### src/rtl/scl_mode_pkg.sv
package scl_mode_pkg;

    typedef enum logic [2:0] {
        MODE_BYP444     = 3'd0,
        MODE_RGB444     = 3'd1,
        MODE_YUV444     = 3'd2,
        MODE_YUV420     = 3'd3,
        MODE_LUMA_BYP   = 3'd4,
        MODE_CHROMA_BYP = 3'd5,
        MODE_FULL_BYP   = 3'd6
    } scl_mode_e;

    // Ratio slot order inside the unity vector
    localparam int unsigned SLOT_LUMA_H   = 0;
    localparam int unsigned SLOT_LUMA_V   = 1;
    localparam int unsigned SLOT_CHROMA_H = 2;
    localparam int unsigned SLOT_CHROMA_V = 3;
    localparam int unsigned NUM_RATIOS    = 4;

    typedef struct packed {
        scl_mode_e mode;
    } mode_state_t;

endpackage

### src/rtl/scl_ratio_unity.sv
module scl_ratio_unity #(
    parameter int unsigned INT_W  = 3,
    parameter int unsigned FRAC_W = 19
) (
    input  logic [INT_W+FRAC_W-1:0] ratio_i,
    output logic                    is_one_o
);
    localparam int unsigned W = INT_W + FRAC_W;
    localparam logic [W-1:0] ONE = W'(1) << FRAC_W;

    // Exact equality only: no tolerance band around 1.0
    always_comb begin
        is_one_o = (ratio_i == ONE);
    end
endmodule

### src/rtl/scl_mode_decide.sv
module scl_mode_decide
    import scl_mode_pkg::*;
(
    input  logic                  fixed_cap_i,
    input  logic                  fmt_fp16_i,
    input  logic                  fmt_420_i,
    input  logic                  fmt_video_i,
    input  logic                  force_scale_i,
    input  logic [NUM_RATIOS-1:0] unity_i,
    output scl_mode_e             mode_o
);
    logic luma_one;
    logic chroma_one;
    logic all_one;
    logic float_byp;

    always_comb begin
        luma_one   = unity_i[SLOT_LUMA_H] & unity_i[SLOT_LUMA_V];
        chroma_one = unity_i[SLOT_CHROMA_H] & unity_i[SLOT_CHROMA_V];
        all_one    = luma_one & chroma_one;
        float_byp  = fixed_cap_i & fmt_fp16_i;

        if (float_byp) begin
            mode_o = MODE_FULL_BYP;
        end else if (all_one && !force_scale_i) begin
            mode_o = MODE_BYP444;
        end else if (!fmt_420_i) begin
            mode_o = fmt_video_i ? MODE_YUV444 : MODE_RGB444;
        end else if (luma_one) begin
            mode_o = MODE_LUMA_BYP;
        end else if (chroma_one) begin
            mode_o = MODE_CHROMA_BYP;
        end else begin
            mode_o = MODE_YUV420;
        end
    end
endmodule

### src/rtl/scl_mode_sel.sv
module scl_mode_sel
    import scl_mode_pkg::*;
#(
    parameter int unsigned RATIO_INT_W  = 3,
    parameter int unsigned RATIO_FRAC_W = 19
) (
    input  logic                              clk_i,
    input  logic                              rst_ni,
    input  logic                              load_i,
    input  logic                              fixed_cap_i,
    input  logic                              fmt_fp16_i,
    input  logic                              fmt_420_i,
    input  logic                              fmt_video_i,
    input  logic                              force_scale_i,
    input  logic [RATIO_INT_W+RATIO_FRAC_W-1:0] ratio_luma_h_i,
    input  logic [RATIO_INT_W+RATIO_FRAC_W-1:0] ratio_luma_v_i,
    input  logic [RATIO_INT_W+RATIO_FRAC_W-1:0] ratio_chroma_h_i,
    input  logic [RATIO_INT_W+RATIO_FRAC_W-1:0] ratio_chroma_v_i,
    output logic [2:0]                        mode_o
);
    localparam int unsigned RW = RATIO_INT_W + RATIO_FRAC_W;
    localparam logic [RW-1:0] RATIO_ONE = RW'(1) << RATIO_FRAC_W;

    logic [RW-1:0]         ratio_arr [NUM_RATIOS];
    logic [NUM_RATIOS-1:0] unity;
    scl_mode_e             mode_next;
    mode_state_t           state_d, state_q;

    always_comb begin
        ratio_arr[SLOT_LUMA_H]   = ratio_luma_h_i;
        ratio_arr[SLOT_LUMA_V]   = ratio_luma_v_i;
        ratio_arr[SLOT_CHROMA_H] = ratio_chroma_h_i;
        ratio_arr[SLOT_CHROMA_V] = ratio_chroma_v_i;
    end

    for (genvar g = 0; g < NUM_RATIOS; g++) begin : g_unity
        scl_ratio_unity #(
            .INT_W  (RATIO_INT_W),
            .FRAC_W (RATIO_FRAC_W)
        ) unity_i (
            .ratio_i  (ratio_arr[g]),
            .is_one_o (unity[g])
        );
    end

    scl_mode_decide decide_i (
        .fixed_cap_i   (fixed_cap_i),
        .fmt_fp16_i    (fmt_fp16_i),
        .fmt_420_i     (fmt_420_i),
        .fmt_video_i   (fmt_video_i),
        .force_scale_i (force_scale_i),
        .unity_i       (unity),
        .mode_o        (mode_next)
    );

    always_comb begin
        state_d = state_q;
        if (load_i) begin
            state_d.mode = mode_next;
        end
    end

    always_ff @(posedge clk_i or negedge rst_ni) begin
        if (!rst_ni) begin
            state_q <= '{mode: MODE_BYP444};
        end else begin
            state_q <= state_d;
        end
    end

    assign mode_o = state_q.mode;


    legal_code_chk: assert property (@(posedge clk_i) disable iff (!rst_ni)
        mode_o != 3'd7);


    hold_chk: assert property (@(posedge clk_i) disable iff (!rst_ni)
        !load_i |=> $stable(mode_o));


    full_byp_chk: assert property (@(posedge clk_i) disable iff (!rst_ni)
        load_i && fixed_cap_i && fmt_fp16_i |=> mode_o == 3'd6);


    all_unity_chk: assert property (@(posedge clk_i) disable iff (!rst_ni)
        load_i && !(fixed_cap_i && fmt_fp16_i) && (&unity) && !force_scale_i
        |=> mode_o == 3'd0);


    non420_chk: assert property (@(posedge clk_i) disable iff (!rst_ni)
        load_i && !(fixed_cap_i && fmt_fp16_i) && !fmt_420_i
        && !((&unity) && !force_scale_i)
        |=> mode_o == ($past(fmt_video_i) ? 3'd2 : 3'd1));


    unity_exact_chk: assert property (@(posedge clk_i) disable iff (!rst_ni)
        load_i && !(fixed_cap_i && fmt_fp16_i) && !fmt_420_i
        && (ratio_luma_h_i != RATIO_ONE)
        |=> mode_o != 3'd0);
endmodule

### config.mk
export PLATFORM = sky130hd
export DESIGN_NAME = scl_mode_sel
export DESIGN_NICKNAME = d
export VERILOG_FILES = /design/src/rtl/scl_mode_pkg.sv /design/src/rtl/scl_ratio_unity.sv /design/src/rtl/scl_mode_decide.sv /design/src/rtl/scl_mode_sel.sv
export SDC_FILE = /design/constraint.sdc
export NUM_CORES = 1
export LEC_CHECK = 0
export CAP_MARGIN = 20
export CORE_MARGIN = 3
export CORE_UTILIZATION = 16
export DETAILED_ROUTE_END_ITERATION = 8
export MAX_ROUTING_LAYER = met4
export PLACE_DENSITY_LB_ADDON = 0.05
export SYNTH_ARGS = -nofsm -noshare
export SYNTH_HDL_FRONTEND = slang
export SYNTH_HIERARCHICAL = 1
export SYNTH_SLANG_ARGS = --single-unit
### constraint.sdc
create_clock -name clk_i -period 0.8 [get_ports clk_i]
set_input_delay 0.16 -clock clk_i [delete_from_list [all_inputs] [get_ports clk_i]]
set_output_delay 0.16 -clock clk_i [all_outputs]
set_load 0.03 [all_outputs]
* Yosys cells after proc, flatten, opt, wreduce, memory -nomap -nowiden *
Cells that the tools add are included.

word-level totals
  flip-flop bits (word level) = 3
  latch bits = 0
  bits in writable memories = 0
  ROM bits = 0
  memories kept = 0

cells by class
  $add $sub $neg = 0
  multipliers = 0
  divide/modulo/power cells = 0
  order comparisons = 0
  eq/ne operators = 4
  shift operators = 0
  muxes and demuxes = 6
  bitwise operators = 4
  reductions and logical operators = 2

operator list
  operator              count
  $eq 22x20->1 const B  4
  $mux 3                5
  $and 1x1->1           4
  $mux 2                1
  $logic_and 1x1->1     1
  $logic_not 1->1       1

* Logic depth before layout (Yosys ltp) *
  depth in word-level cells = 7
  gate-level depth with buffers = 7
  depth with buffers taken out = 7

* Hierarchy *
The synthesis kept the hierarchy.

by module, submodules not included
  module           instances  cells each  area an instance (um2)  sequential area each (um2)
  scl_ratio_unity  4          7           53.8                    0.0
  scl_mode_sel     1          6           108.9                   75.1
  scl_mode_decide  1          12          75.1                    0.0

* Worst setup path after synthesis *
No wires, ideal clock.

  path kind = input to register
  from = in ratio_luma_h_i[6]
  to = reg state_q (netlist bit mode_o[1])
  arrival = 1,567 ps
  data required time = 675 ps
  setup slack = -891 ps
  stages = 6
  path through = or4_1 > nor4_2 > nand2_1 > nor3_2 > o21ai_1 > mux2_2

between the ends
  cells in the longest elaborated chain, start to end = 6
  elaborated cells on any way between the ends = 8
  those cells by class = eq/ne: 1; mux: 4; bitwise: 2; reduce/logical: 1

RTL lines
  element                                             line                                          source
  start, declared                                     scl_mode_sel.sv:15                            input logic [RATIO_INT_W+RATIO_FRAC_W-1:0] ratio_luma_h_i,
  $eq 22x20->1 *                                      scl_ratio_unity.sv:13                         is_one_o = (ratio_i == ONE);
  named net unity[0]                                  scl_mode_sel.sv:25                            logic [NUM_RATIOS-1:0] unity;
  $and 1x1->1 *                                       scl_mode_decide.sv:18                         luma_one = unity_i[SLOT_LUMA_H] & unity_i[SLOT_LUMA_V];
  $mux 3 / $and 1x1->1 (equally long branches)        scl_mode_decide.sv:29, scl_mode_decide.sv:20
  $mux 3 / $logic_and 1x1->1 (equally long branches)  scl_mode_decide.sv:27, scl_mode_decide.sv:25
  $mux 3 *                                            scl_mode_decide.sv:25                         end else if (all_one && !force_scale_i) begin
  $mux 3 *                                            scl_mode_decide.sv:23                         if (float_byp) begin
  named net mode_next[1]                              scl_mode_sel.sv:26                            scl_mode_e mode_next;
  end signal, assigned                                scl_mode_sel.sv:65                            state_q <= '{mode: MODE_BYP444};
  end signal, assigned                                scl_mode_sel.sv:67                            state_q <= state_d;
  end, declared                                       scl_mode_sel.sv:27                            mode_state_t state_d, state_q;

The timed path passes the listed nets; every way through them passes the cells marked *.
A chain may end at the register's enable or synchronous reset.

* Final worst setup path *
  from = in ratio_luma_v_i[6]
  to = reg state_q (netlist bit mode_o[1])

between the ends
  cells in the longest elaborated chain, start to end = 6
  elaborated cells on any way between the ends = 8
  those cells by class = eq/ne: 1; mux: 4; bitwise: 2; reduce/logical: 1

RTL lines
  element                                             line                                          source
  start, declared                                     scl_mode_sel.sv:16                            input logic [RATIO_INT_W+RATIO_FRAC_W-1:0] ratio_luma_v_i,
  $eq 22x20->1 *                                      scl_ratio_unity.sv:13
  named net unity[1]                                  scl_mode_sel.sv:25
  $and 1x1->1 *                                       scl_mode_decide.sv:18
  $mux 3 / $and 1x1->1 (equally long branches)        scl_mode_decide.sv:29, scl_mode_decide.sv:20
  $mux 3 / $logic_and 1x1->1 (equally long branches)  scl_mode_decide.sv:27, scl_mode_decide.sv:25
  $mux 3 *                                            scl_mode_decide.sv:25
  $mux 3 *                                            scl_mode_decide.sv:23
  named net mode_next[1]                              scl_mode_sel.sv:26

Marks and branches as above.

==> impl_metrics.toml <==
[power_and_ir_drop]
power_frac_seq_pct = 18.2
p_comb_share_pct = 55.4
power_frac_clock_pct = 26.4
irDropWorstVdd_uv = 896
switchingPower_uw = 274
p_leak_nw = 0.616
p_int_uw = 720
p_per_area_nw_per_um2 = 704
p_sw_share_pct = 27.6

[placed_design]
portBuffers = 98
hpwl_mm = 2.49
gp_congestion = 0.776
placed_cell_area_um2 = 1410
post-place-ws_ps = -1440

[detailed_routing]
drt_iter0_markers = 17
wl_per_cell_um = 16.4
vias = 877
wl_mm = 2.98
vias_per_cell = 4.85
drtPass1Iterations = 4
drc_errors = 0
detail-route-antenna-nets = 0

[sta]
holdWs_ps = 117
rsz0062_at_grt = "yes"
fmax_mhz = 606
drv_slew = 0
max_slew_margin_pct = 81.6
setup_ws_ps = -850
finClkSkew_ps = 0
period_minus_slack_ps = 1650
worst_slew_pin_slew_ps = 273
setup-tns-final_ps = -2800
setup_viol = 6
hold_viol_final = 0
period_share_pct = 206

[yosys]
synth_area_leader_cell = "dfrtp_1"
ys_ff_latch = 3
synth.cell_area_um2 = 399
yosys_warnings = 6
yosysSeqAreaShare_pct = 18.8
synth_top_area_share_pct = 18.8
synthCells = 46
syn_nets = 142
avgSynthCellArea_um2 = 8.68
synth.area.top_cells = "dfrtp_1 (19%), nor4_1 (19%), nor4_2 (13%), nor4b_1 (8.8%), mux2_2 (8.5%)"
synth_cell_types = 15

[critical_path]
critPathSlowestCell = "or4_4"
crit_type = "input pin to flip-flop"
end_kind = "flip-flop"
critPathLaunchType = "input pin"
rrSetupSlack_ps = -110
crit_arrival_ps = 1760
crit_required_ps = 910
worstPathCellList = "dlygate4sd2_1 -> or4_4 -> nor4_4 -> nand2_2 -> a31oi_1 -> o21ai_1 -> mux2_4"
max_stage_delay_ps = 430
critPathMaxFanout = 3

[grt]
met1_usage_pct = 20.4
grt-ovfl-total = 0
use_met2_pct = 36.7
antenna_found_initial = 0
busiest_layer = "met2"
grt_pass1_vias = 953
grt_max_degree = 5
grt_pass1_wl_mm = 4.64
use_met3_pct = 5.10
grt_util_all_layers_pct = 19.3

[die]
die_x_um = 55.9
core_um2 = 2300
die-height_um = 55.9
start_util_pct = 17.4
ios = 99
rows = 17
dieArea_um2 = 3130

[layout]
drive_above_1_share_pct = 55.6
fin_util_pct = 61.5
final_cell_mix = "clkdlybuf4s15_1 (23), buf_2 (23), clkbuf_2 (22)"
largest_reg_flops = 3
area_delta_synth_final_pct = 254
postLayoutCellArea_um2 = 1410
n_antenna_cell = 0
layout.nets = 250

[worst_hold_path]
hp-class = "input pin to async pin"

[clock_tree]
clock_sinks = 3
insertion_delay_ps = 230
cts_tree = "built"
clk_pin_slew_ps = 40
clockBufferDepth = 2
clock-root-buffer = "clkbuf_4"
cts_made_buffers = 3
cts-htree-levels = 1

[run_status]
status = "finished, violations left"
violations = "setup timing"

[job]
drv_cap = 0
-- through the flow --
stage	std cells	power, mW
2_1_floorplan	46	0.268
3_3_place_gp	172	0.768
3_5_place_dp	172	0.778
4_1_cts	179	0.993
5_1_grt	181	1.06
6_report	181	0.994
-- worst max-delay path: cells and delay by family --
family | cells | cell delay [ps]
and+or+nand+nor | 3 | 830
AOI/OAI and AO/OA | 2 | 290
buffers and inverters | 1 | 230
muxes | 1 | 250
-- Yosys cell counts --
cell type  count
a21bo_1        1
mux2_2         3
nor3_2         1
dfrtp_1        3
nand2_1        3
nor4_2         4
nor4_1        12
a31oi_1        2
o21ai_1        2
or4_1          4
nand4_1        4
o21bai_1       1
nor4b_1        4
a21o_1         1
nor2b_1        1
-- timing repair --
action | 4_1_cts | 5_1_grt
endpoints found under the setup margin | 6 | 6
setup buffers | 3 | 2
hold buffers | 0 | 0
pin swaps | 36 | 21
resized for setup | 176 | 65
-- path summary, 6_finish.rpt --
kind	from	to	depth (start not counted)
max in group asynchronous	rst_ni	mode_o[0]$_DFFE_PN0P_	1
worst max register to register	mode_o[2]$_DFFE_PN0P_	mode_o[2]$_DFFE_PN0P_	2
worst min register to register	mode_o[1]$_DFFE_PN0P_	mode_o[1]$_DFFE_PN0P_	1
min in group clk_i	mode_o[1]$_DFFE_PN0P_	mode_o[1]$_DFFE_PN0P_	1
worst min-delay path	rst_ni	mode_o[1]$_DFFE_PN0P_	1
worst max-delay path	ratio_luma_v_i[6]	mode_o[1]$_DFFE_PN0P_	7
-- power groups by stage --
stage	clock (mW)	sequential, mW	combinational, mW
2_1_floorplan	0	0.212	0.0561
3_5_place_dp	0	0.179	0.599
3_3_place_gp	0	0.179	0.589
4_1_cts	0.281	0.181	0.531
5_1_grt	0.292	0.183	0.586
6_report	0.262	0.181	0.550
-- layout make-up --
| class | instances | area, um^2 |
|---|---|---|
| clock buffers | 4 | 26.3 |
| fillers | 215 | 885 |
| multi-input cells | 43 | 480 |
| flip-flops and latches | 3 | 75.1 |
| well taps | 28 | 35.0 |
| repair buffers | 103 | 796 |
-- cells by family (layout without fill, tap and decap cells) --
kind of cell / after synthesis / in the layout / share of synthesized area, %
AOI/OAI and AO/OA: 7 / 7 / 11.9
DFF: 3 / 3 / 18.8
muxes: 3 / 3 / 8.46
buffers and inverters: 0 / 107 / 0
and+or+nand+nor: 33 / 33 / 60.8
-- routing by layer --
metal | share of wire (%) | routed length, um | up-vias
li1 | - | - | 422
met1 | 36 | 1080 | 389
met2 | 54 | 1610 | 66
met3 | 9.6 | 287 | 0
met4 | 0 | 0 | 0
met5 | 0 | 0 | -
No activity file was read; power rests on OpenSTA's default activity.
